$ cat config.mk
export PLATFORM = sky130hd
export DESIGN_NAME = cos_gpio_regs
export DESIGN_NICKNAME = d
export VERILOG_FILES = /design/src/rtl/cos_gpio_pkg.sv /design/src/rtl/cos_gpio_rst_sync.sv /design/src/rtl/cos_gpio_sync.sv /design/src/rtl/cos_gpio_cos.sv /design/src/rtl/cos_gpio_regs.sv
export SDC_FILE = /design/constraint.sdc
export NUM_CORES = 1
export LEC_CHECK = 0
export BUFFER_PORTS_ARGS = -buffer_cell sky130_fd_sc_hd__buf_2
export CORE_UTILIZATION = 45
export CTS_CLUSTER_DIAMETER = 120
export DETAILED_ROUTE_END_ITERATION = 10
export GPL_ROUTABILITY_DRIVEN = 0
export PLACE_DENSITY = 0.7
export SYNTH_ARGS = -nofsm -noshare
export SYNTH_HDL_FRONTEND = slang
export SYNTH_SLANG_ARGS = --single-unit
$ cat constraint.sdc
create_clock -name clk -period 8.6 [get_ports clk]
set_input_delay 1.72 -clock clk [delete_from_list [all_inputs] [get_ports clk]]
set_output_delay 1.72 -clock clk [all_outputs]
set_load 0.01 [all_outputs]
$ cat src/rtl/cos_gpio_pkg.sv
package cos_gpio_pkg;
  localparam int LANE_W      = 8;
  localparam int GROUPS      = 4;
  localparam int CTL_OE_BIT  = 1;

  typedef enum logic [1:0] {
    W_OUT = 2'd0,
    W_IN  = 2'd1,
    W_COS = 2'd2,
    W_CTL = 2'd3
  } word_e;
endpackage

$ cat src/rtl/cos_gpio_rst_sync.sv
module cos_gpio_rst_sync (
  input  logic clk,
  input  logic arst_n,
  output logic rst_n_o
);
  logic [1:0] st_q;

  always_ff @(posedge clk or negedge arst_n) begin
    if (!arst_n) st_q <= '0;
    else         st_q <= {st_q[0], 1'b1};
  end

  assign rst_n_o = st_q[1];
endmodule

$ cat src/rtl/cos_gpio_sync.sv
module cos_gpio_sync #(
  parameter int W = 32
) (
  input  logic         clk,
  input  logic         rst_n,
  input  logic [W-1:0] d_i,
  output logic [W-1:0] q_o
);
  logic [W-1:0] s1_q, s2_q;

  always_ff @(posedge clk or negedge rst_n) begin
    if (!rst_n) begin
      s1_q <= '0;
      s2_q <= '0;
    end else begin
      s1_q <= d_i;
      s2_q <= s1_q;
    end
  end

  assign q_o = s2_q;
endmodule

$ cat src/rtl/cos_gpio_cos.sv
module cos_gpio_cos #(
  parameter int LANE_W = 8,
  parameter int GROUPS = 4,
  parameter int W      = LANE_W * GROUPS
) (
  input  logic            clk,
  input  logic            rst_n,
  input  logic [W-1:0]    cur_i,
  input  logic [W-1:0]    clr_i,
  input  logic [2*GROUPS-1:0] en_i,
  input  logic            soft_i,
  output logic [W-1:0]    flags_o
);
  logic [W-1:0] prev_q, flags_q, flags_d, set_w;

  for (genvar g = 0; g < GROUPS; g++) begin : g_grp
    assign set_w[g*LANE_W +: LANE_W] =
        ( cur_i[g*LANE_W +: LANE_W] & ~prev_q[g*LANE_W +: LANE_W] & {LANE_W{en_i[g]}})
      | (~cur_i[g*LANE_W +: LANE_W] &  prev_q[g*LANE_W +: LANE_W] & {LANE_W{en_i[g+GROUPS]}});
  end

  // set wins over clear; soft reset wins over both
  always_comb begin
    if (soft_i) flags_d = '0;
    else        flags_d = (flags_q & ~clr_i) | set_w;
  end

  always_ff @(posedge clk or negedge rst_n) begin
    if (!rst_n) begin
      prev_q  <= '0;
      flags_q <= '0;
    end else begin
      prev_q  <= cur_i;
      flags_q <= flags_d;
    end
  end

  assign flags_o = flags_q;

  AST_FLAG_STICKY: assert property (@(posedge clk) disable iff (!rst_n)
    !soft_i |=> ((($past(flags_q) & ~$past(clr_i)) & ~flags_q) == '0));

  AST_NO_SET_WHEN_DISARMED: assert property (@(posedge clk) disable iff (!rst_n)
    (en_i == '0) |=> ((flags_q & ~$past(flags_q)) == '0));
endmodule

$ cat src/rtl/cos_gpio_regs.sv
module cos_gpio_regs
  import cos_gpio_pkg::*;
#(
  parameter int LW   = LANE_W,
  parameter int NG   = GROUPS,
  parameter int DW   = LW * NG,
  parameter int NFIX = LW * (NG - 1)
) (
  input  logic            clk,
  input  logic            arst_n,
  input  logic            bus_wr,
  input  logic [1:0]      bus_addr,
  input  logic [NG-1:0]   bus_be,
  input  logic [DW-1:0]   bus_wdata,
  output logic [DW-1:0]   bus_rdata,
  input  logic [NFIX-1:0] in_lines,
  output logic [NFIX-1:0] out_lines,
  input  logic [LW-1:0]   ttl_in,
  output logic [LW-1:0]   ttl_out,
  output logic            ttl_oe,
  output logic            irq
);
  localparam int EN_W = 2 * NG;

  logic            rs_n;
  word_e           waddr;
  logic [DW-1:0]   olat_q, olat_d;
  logic            oe_q, oe_d;
  logic [EN_W-1:0] en_q, en_d;
  logic            soft_w, reg_en;
  logic [DW-1:0]   clr_w, syn_w, flags_w, rd_ctl;

  cos_gpio_rst_sync u_rst (.clk(clk), .arst_n(arst_n), .rst_n_o(rs_n));

  cos_gpio_sync #(.W(DW)) u_sync (
    .clk(clk), .rst_n(rs_n), .d_i({ttl_in, in_lines}), .q_o(syn_w)
  );

  assign waddr  = word_e'(bus_addr);
  assign soft_w = bus_wr && (waddr == W_CTL) && bus_be[NG-1];
  assign reg_en = bus_wr;

  for (genvar i = 0; i < NG; i++) begin : g_clr
    assign clr_w[i*LW +: LW] = (bus_wr && (waddr == W_COS) && bus_be[i])
                               ? bus_wdata[i*LW +: LW] : '0;
  end

  cos_gpio_cos #(.LANE_W(LW), .GROUPS(NG), .W(DW)) u_cos (
    .clk(clk), .rst_n(rs_n), .cur_i(syn_w), .clr_i(clr_w),
    .en_i(en_q), .soft_i(soft_w), .flags_o(flags_w)
  );

  // next state of the software-written registers
  always_comb begin
    olat_d = olat_q;
    oe_d   = oe_q;
    en_d   = en_q;
    if (soft_w) begin
      olat_d = '0;
      oe_d   = 1'b0;
      en_d   = '0;
    end else if (bus_wr) begin
      case (waddr)
        W_OUT: begin
          for (int i = 0; i < NG; i++)
            if (bus_be[i]) olat_d[i*LW +: LW] = bus_wdata[i*LW +: LW];
        end
        W_CTL: begin
          if (bus_be[0]) oe_d = bus_wdata[CTL_OE_BIT];
          if (bus_be[2]) en_d = bus_wdata[2*LW +: EN_W];
        end
        default: ;
      endcase
    end
  end

  always_ff @(posedge clk or negedge rs_n) begin
    if (!rs_n) begin
      olat_q <= '0;
      oe_q   <= 1'b0;
      en_q   <= '0;
    end else if (reg_en) begin
      olat_q <= olat_d;
      oe_q   <= oe_d;
      en_q   <= en_d;
    end
  end

  always_comb begin
    rd_ctl = '0;
    rd_ctl[2*LW +: EN_W] = en_q;
    rd_ctl[CTL_OE_BIT]   = oe_q;
  end

  always_comb begin
    case (waddr)
      W_OUT:   bus_rdata = olat_q;
      W_IN:    bus_rdata = syn_w;
      W_COS:   bus_rdata = flags_w;
      default: bus_rdata = rd_ctl;
    endcase
  end

  assign out_lines = olat_q[NFIX-1:0];
  assign ttl_out   = olat_q[DW-1 -: LW];
  assign ttl_oe    = oe_q;
  assign irq       = |flags_w;

  AST_SOFT_RESET_CLEARS: assert property (@(posedge clk) disable iff (!rs_n)
    soft_w |=> (out_lines == '0 && ttl_out == '0 && !ttl_oe && en_q == '0 && !irq));

  AST_INPUT_WRITE_IGNORED: assert property (@(posedge clk) disable iff (!rs_n)
    (bus_wr && waddr == W_IN) |=> ($stable(olat_q) && $stable(en_q) && $stable(oe_q)));

  AST_IRQ_NEEDS_ARMING: assert property (@(posedge clk) disable iff (!rs_n)
    $rose(irq) |-> ($past(en_q) != '0));

  AST_IRQ_HOLDS: assert property (@(posedge clk) disable iff (!rs_n)
    (irq && !bus_wr) |=> irq);
endmodule

* Word level (Yosys, flattened, before mapping)
Cells that the tools add are included.
W data, S select, Z words.
** Word-level totals
- Register bits after elaboration :: 171
- Latch bits :: 0
- Memory bits (writable) :: 0
- Memory bits (read-only) :: 0
- Input port bits :: 73
- Output and inout bits :: 66
- Logic and storage cells :: 83
- Memories :: 0
** Operators by class
- Add/subtract/negate cells :: 0
- Multipliers :: 0
- Div/mod/pow operators :: 0
- Magnitude comparators :: 0
- Eq/ne operators :: 3
- Shift-type cells :: 0
- Mux-type cells :: 17
- Bitwise gates (word level) :: 31
- Reduce and logical (&&, ||, !) cells :: 21
** Operators with widths (number)
- $and A8 B8 Y8 :: 16
- $mux W32 :: 3
- $pmux W32 S3 :: 1
- $mux W8 :: 10
- $not A8 Y8 :: 8
- $and A32 B32 Y32 :: 1
- $not A32 Y32 :: 1
- $or A32 B32 Y32 :: 1
- $or A8 B8 Y8 :: 4
- $reduce_or A32 Y1 :: 1
- $reduce_and A3 Y1 :: 6
- $reduce_bool A2 Y1 :: 6
- $logic_and A1 B1 Y1 :: 7
- $eq A2 B2 Y1 const B :: 2
- $mux W1 :: 3
- $eq A2 B1 Y1 const B :: 1
- $logic_not A2 Y1 :: 1

* Depth between registers and ports, before layout
- Word-level depth :: 8
- Mapped depth :: 6
- Mapped depth without buffers :: 3

* Modules after synthesis
A second synthesis with hierarchy kept.
** Second synthesis, totals
- Cells, all modules :: 560
- Area total of the unflattened synthesis :: 7063.0 um^2
** By module, submodules not included
- cos_gpio_regs :: times used 1, cells each 290, area each 2850.2 um^2, seq. area each 1026.0 um^2
- cos_gpio_cos :: times used 1, cells each 203, area each 2557.5 um^2, seq. area each 1601.5 um^2
- cos_gpio_sync :: times used 1, cells each 64, area each 1601.5 um^2, seq. area each 1601.5 um^2
- cos_gpio_rst_sync :: times used 1, cells each 3, area each 53.8 um^2, seq. area each 50.0 um^2

* Worst setup path before layout
Ideal clock, no wire load.
- Path type :: input port to output port
- From :: in bus_addr[0]
- To :: out bus_rdata[16]
- Arrival time :: 2.627 ns
- Required time :: 6.880 ns
- Setup slack :: 4.253 ns
- Cell stages on the path :: 3
- Path buffers :: 2
- Cell sequence :: buf_4 -> buf_4 -> mux4_2
** On the way
- Longest elaborated chain between the ends :: 2
- Elaborated cells between the ends (all ways) :: 4
- Those cells by class :: 2 x eq/ne; 1 x mux; 1 x reduce/logical
** RTL lines
- from (decl) :: line cos_gpio_regs.sv:12 : input logic [1:0] bus_addr,
- $eq A2 B2 Y1 (tied with other cells) :: line cos_gpio_regs.sv:96 : case (waddr)
- $pmux W32 S3 (*) :: line cos_gpio_regs.sv:96
- to (decl) :: line cos_gpio_regs.sv:15 : output logic [DW-1:0] bus_rdata,
Mark *: on every way between the ends. The rest lies on a longest branch, timed or not.

* Worst setup path in the final report
- From :: in bus_addr[1]
- To :: out bus_rdata[31]
The elaborated chain is that of the path after synthesis.

==> qor.csv <==
metric,value,unit
status,finished clean,
"Hold Vio Cnt, Final",0,
hold path depth,0,
"leading cell type in the layout, fill and taps excluded",dfrtp_1,
CP peak stage delay,0.60,ns
sequential area share after synthesis,62.07,%
worst path cell trace,buf_2 > buf_4 > nor2b_2 > buf_4 > nand2_1 > o21ai_0 > buf_2,
met2 Resource Use GR,35.82,%
unrepaired setup endpoints after global routing,no,
Tot Pwr,2.175,mW
Tcrit/Tclk final,60.60,%
r2r worst-path depth,1,
vias post-DR,4801,
Resized cells post-CTS,0,
Worst Skew,0.007640,ns
Avg Inst Size Synth,12.36,µm²
grt ovf,0,
Worst Path Required,6.88,ns
GR peak layer,met2,
endpoints failing setup,0,
Critical Path AT,3.49,ns
Worst-Skew Late Latency,0.43,ns
vias in the first global route,4995,
row count,44,
Power Density,260.2,nW/µm²
"CTS clk-pin slew, worst paths",0.06,ns
"commonest non-fill, non-tap cells in the layout","170 x dfrtp_1, 138 x buf_2, 91 x nand2_1, 43 x mux2i_1, 37 x o21ai_0",
Max rail drop VDD,0.1612,mV
Synth Net Count,631,
Sum Neg Setup Slack,0,ns
HP Class,flip-flop to flip-flop,
I/O pins,139,
core area,14750,µm²
die area,15820,µm²
CTS hold repair buffers,0,
synthesized cell area,6894,µm²
Initial DRC Count,327,
Initial Utilization,46.73,%
PortBufs,138,
area occupied by multi-input gates,2401,µm²
Netlist cell types,34,
max cap viols,0,
register bit total from synthesis,171,
crit start category,input port,
"FFs w/ async S/R, synth",100.0,%
critical path endpoint category,output port,
Fmax achieved,191.9,MHz
nets@finish,763,
ys flop type,dfrtp_1,
GRT Total Usage,22.35,%
DRC Markers,0,
post-CTS setup buffers,0,
total CTS buffers,17,
"Endpoint, Worst Hold",u_sync.q_o[18]$_DFF_PN0_,
layout cells sized above 1,29.59,%
die height,125.8,µm
Final ANT Viol Nets,0,
min-delay src,u_sync.s1_q[18]$_DFF_PN0_,
global-route wire length before repair,26.83,mm
First-pass DRT Iterations,5,
met1 Usage GRT,29.88,%
CTS tree,done,
clk buf depth,2,
Vias/cell,5.400,
Leak,3.897,nW
"Core Util, Final",56.67,%
Total Routed Length,16.58,mm
Final min period,5.212,ns
Post-synth EDFFs,0,
Die X,125.8,µm
r2r setup slk,7.03,ns
RR Startpoint,u_rst.st_q[1]$_DFF_PN0_,
crit path kind,input port to output port,
Ys Warns,0,
CTS Sinks,171,
largest net degree at the start of global routing,61,
worst slew pin tran,0.7525,ns
Mapped Cells,558,
worst reg2reg path endpoint,u_cos.flags_o[16]$_DFF_PN0_,
Global Route met3 Usage,3.951,%
DP HPWL,11.03,mm
"Area growth, synth to finish",21.27,%
CP max FO,43,
fin. max-slew vios,0,
H-tree depth,4,
DR WL/cell,18.64,µm
# fillers,1238,
relative slew slack,49.84,%
Slowest cell on crit path,nor2b_2,
initial antenna violation count,2,
Storage cell area,4283,µm²
CTS Root Cell,clkbuf_16,
## worst max-delay path by stage
stage / start / end / slack, ns / cells past startpoint
finish: bus_addr[1] / bus_rdata[31] / 3.39 / 7
global route: bus_addr[1] / bus_rdata[3] / 3.24 / 7
CTS: bus_addr[1] / bus_rdata[31] / 3.38 / 7
detailed placement: bus_addr[1] / bus_rdata[31] / 3.38 / 7
global placement: bus_addr[1] / bus_rdata[24] / 3.49 / 7
floorplan: u_rst.st_q[1]$_DFF_PN0_ / en_q[0]$_DFFE_PN0P_ / 3.48 / 0
## power by group
| group | internal, mW | total, mW | switching [mW] | leakage (nW) |
|---|---|---|---|---|
| sequential | 0.910 | 1.02 | 0.114 | 1.98 |
| combinational | 0.171 | 0.333 | 0.162 | 1.61 |
| clock | 0.510 | 0.818 | 0.308 | 0.310 |
## registers in the layout (all words and copies together) (netlist names)
register and cells:
en_q 8, olat_q 32, ttl_oe 1, u_cos.flags_o 32, u_cos.prev_q 32, u_rst.st_q 2, u_sync.q_o 32, u_sync.s1_q 32
## cells in the mapped netlist (all sizes together) (2+ instances only)
cell type  count  share of area [%]
buf           15                1.3
and4b          4               0.58
a22o           4               0.51
nor2           7               0.38
mux4           9                2.9
nand3b        15                1.6
nor2b          2               0.18
inv           16               0.87
nor4           8               0.73
mux2i         43                6.2
a21boi        31                3.4
mux2          16                2.6
o21ai         37                2.7
dfrtp        171                 62
o21a          31                3.4
o22ai         18                1.6
a31oi          2               0.62
clkbuf        17               0.93
nand2         91                5.0
and2           8               0.73
nand4          3               0.27
## metal layers
| metal | wire length [µm] | up-vias |
|---|---|---|
| li1 | - | 2217 |
| met1 | 7460 | 2409 |
| met2 | 8087 | 157 |
| met3 | 782 | 18 |
| met4 | 246 | 0 |
| met5 | 0 | - |
## area by class of cell
class                   instances  share of cell area (%)
inverters                      16                  0.7183
diodes                          2                 0.05986
repair buffers                145                   8.890
clock buffers                  22                   5.672
flip-flops and latches        171                   51.23
well taps                     184                   2.754
clock inverters                10                   1.960
multi-input cells             339                   28.72
## kinds of logic (layout without fill, tap and decap cells)
family / Yosys count / after routing / share of synthesized area (%)
AOI/OAI and AO/OA: 127 / 127 / 12.78
buffers and inverters: 48 / 193 / 3.140
DFF: 171 / 171 / 62.07
muxes: 68 / 68 / 11.80
other: 1 / 3 / 0.05439
and+or+nand+nor: 143 / 143 / 10.16
## critical path: cells and delay by family
| kind | cells | cell delay (ns) |
|---|---|---|
| buf+inv | 4 | 0.98 |
| compound gates | 1 | 0.09 |
| simple gates | 2 | 0.67 |
## metrics by stage
stage | hold slack [ns] | std cells | cell area [µm²] | setup WS (ns)
after global routing | 0.3503 | 889 | 8361 | 3.238
after global placement | 0.3312 | 855 | 7717 | 3.493
after detailed placement | 0.3347 | 855 | 7717 | 3.377
after floorplan | 0.3312 | 558 | 6894 | 3.482
after CTS | 0.3485 | 887 | 8356 | 3.378
final | 0.3473 | 889 | 8361 | 3.388
(Power assumes the default switching activity.)
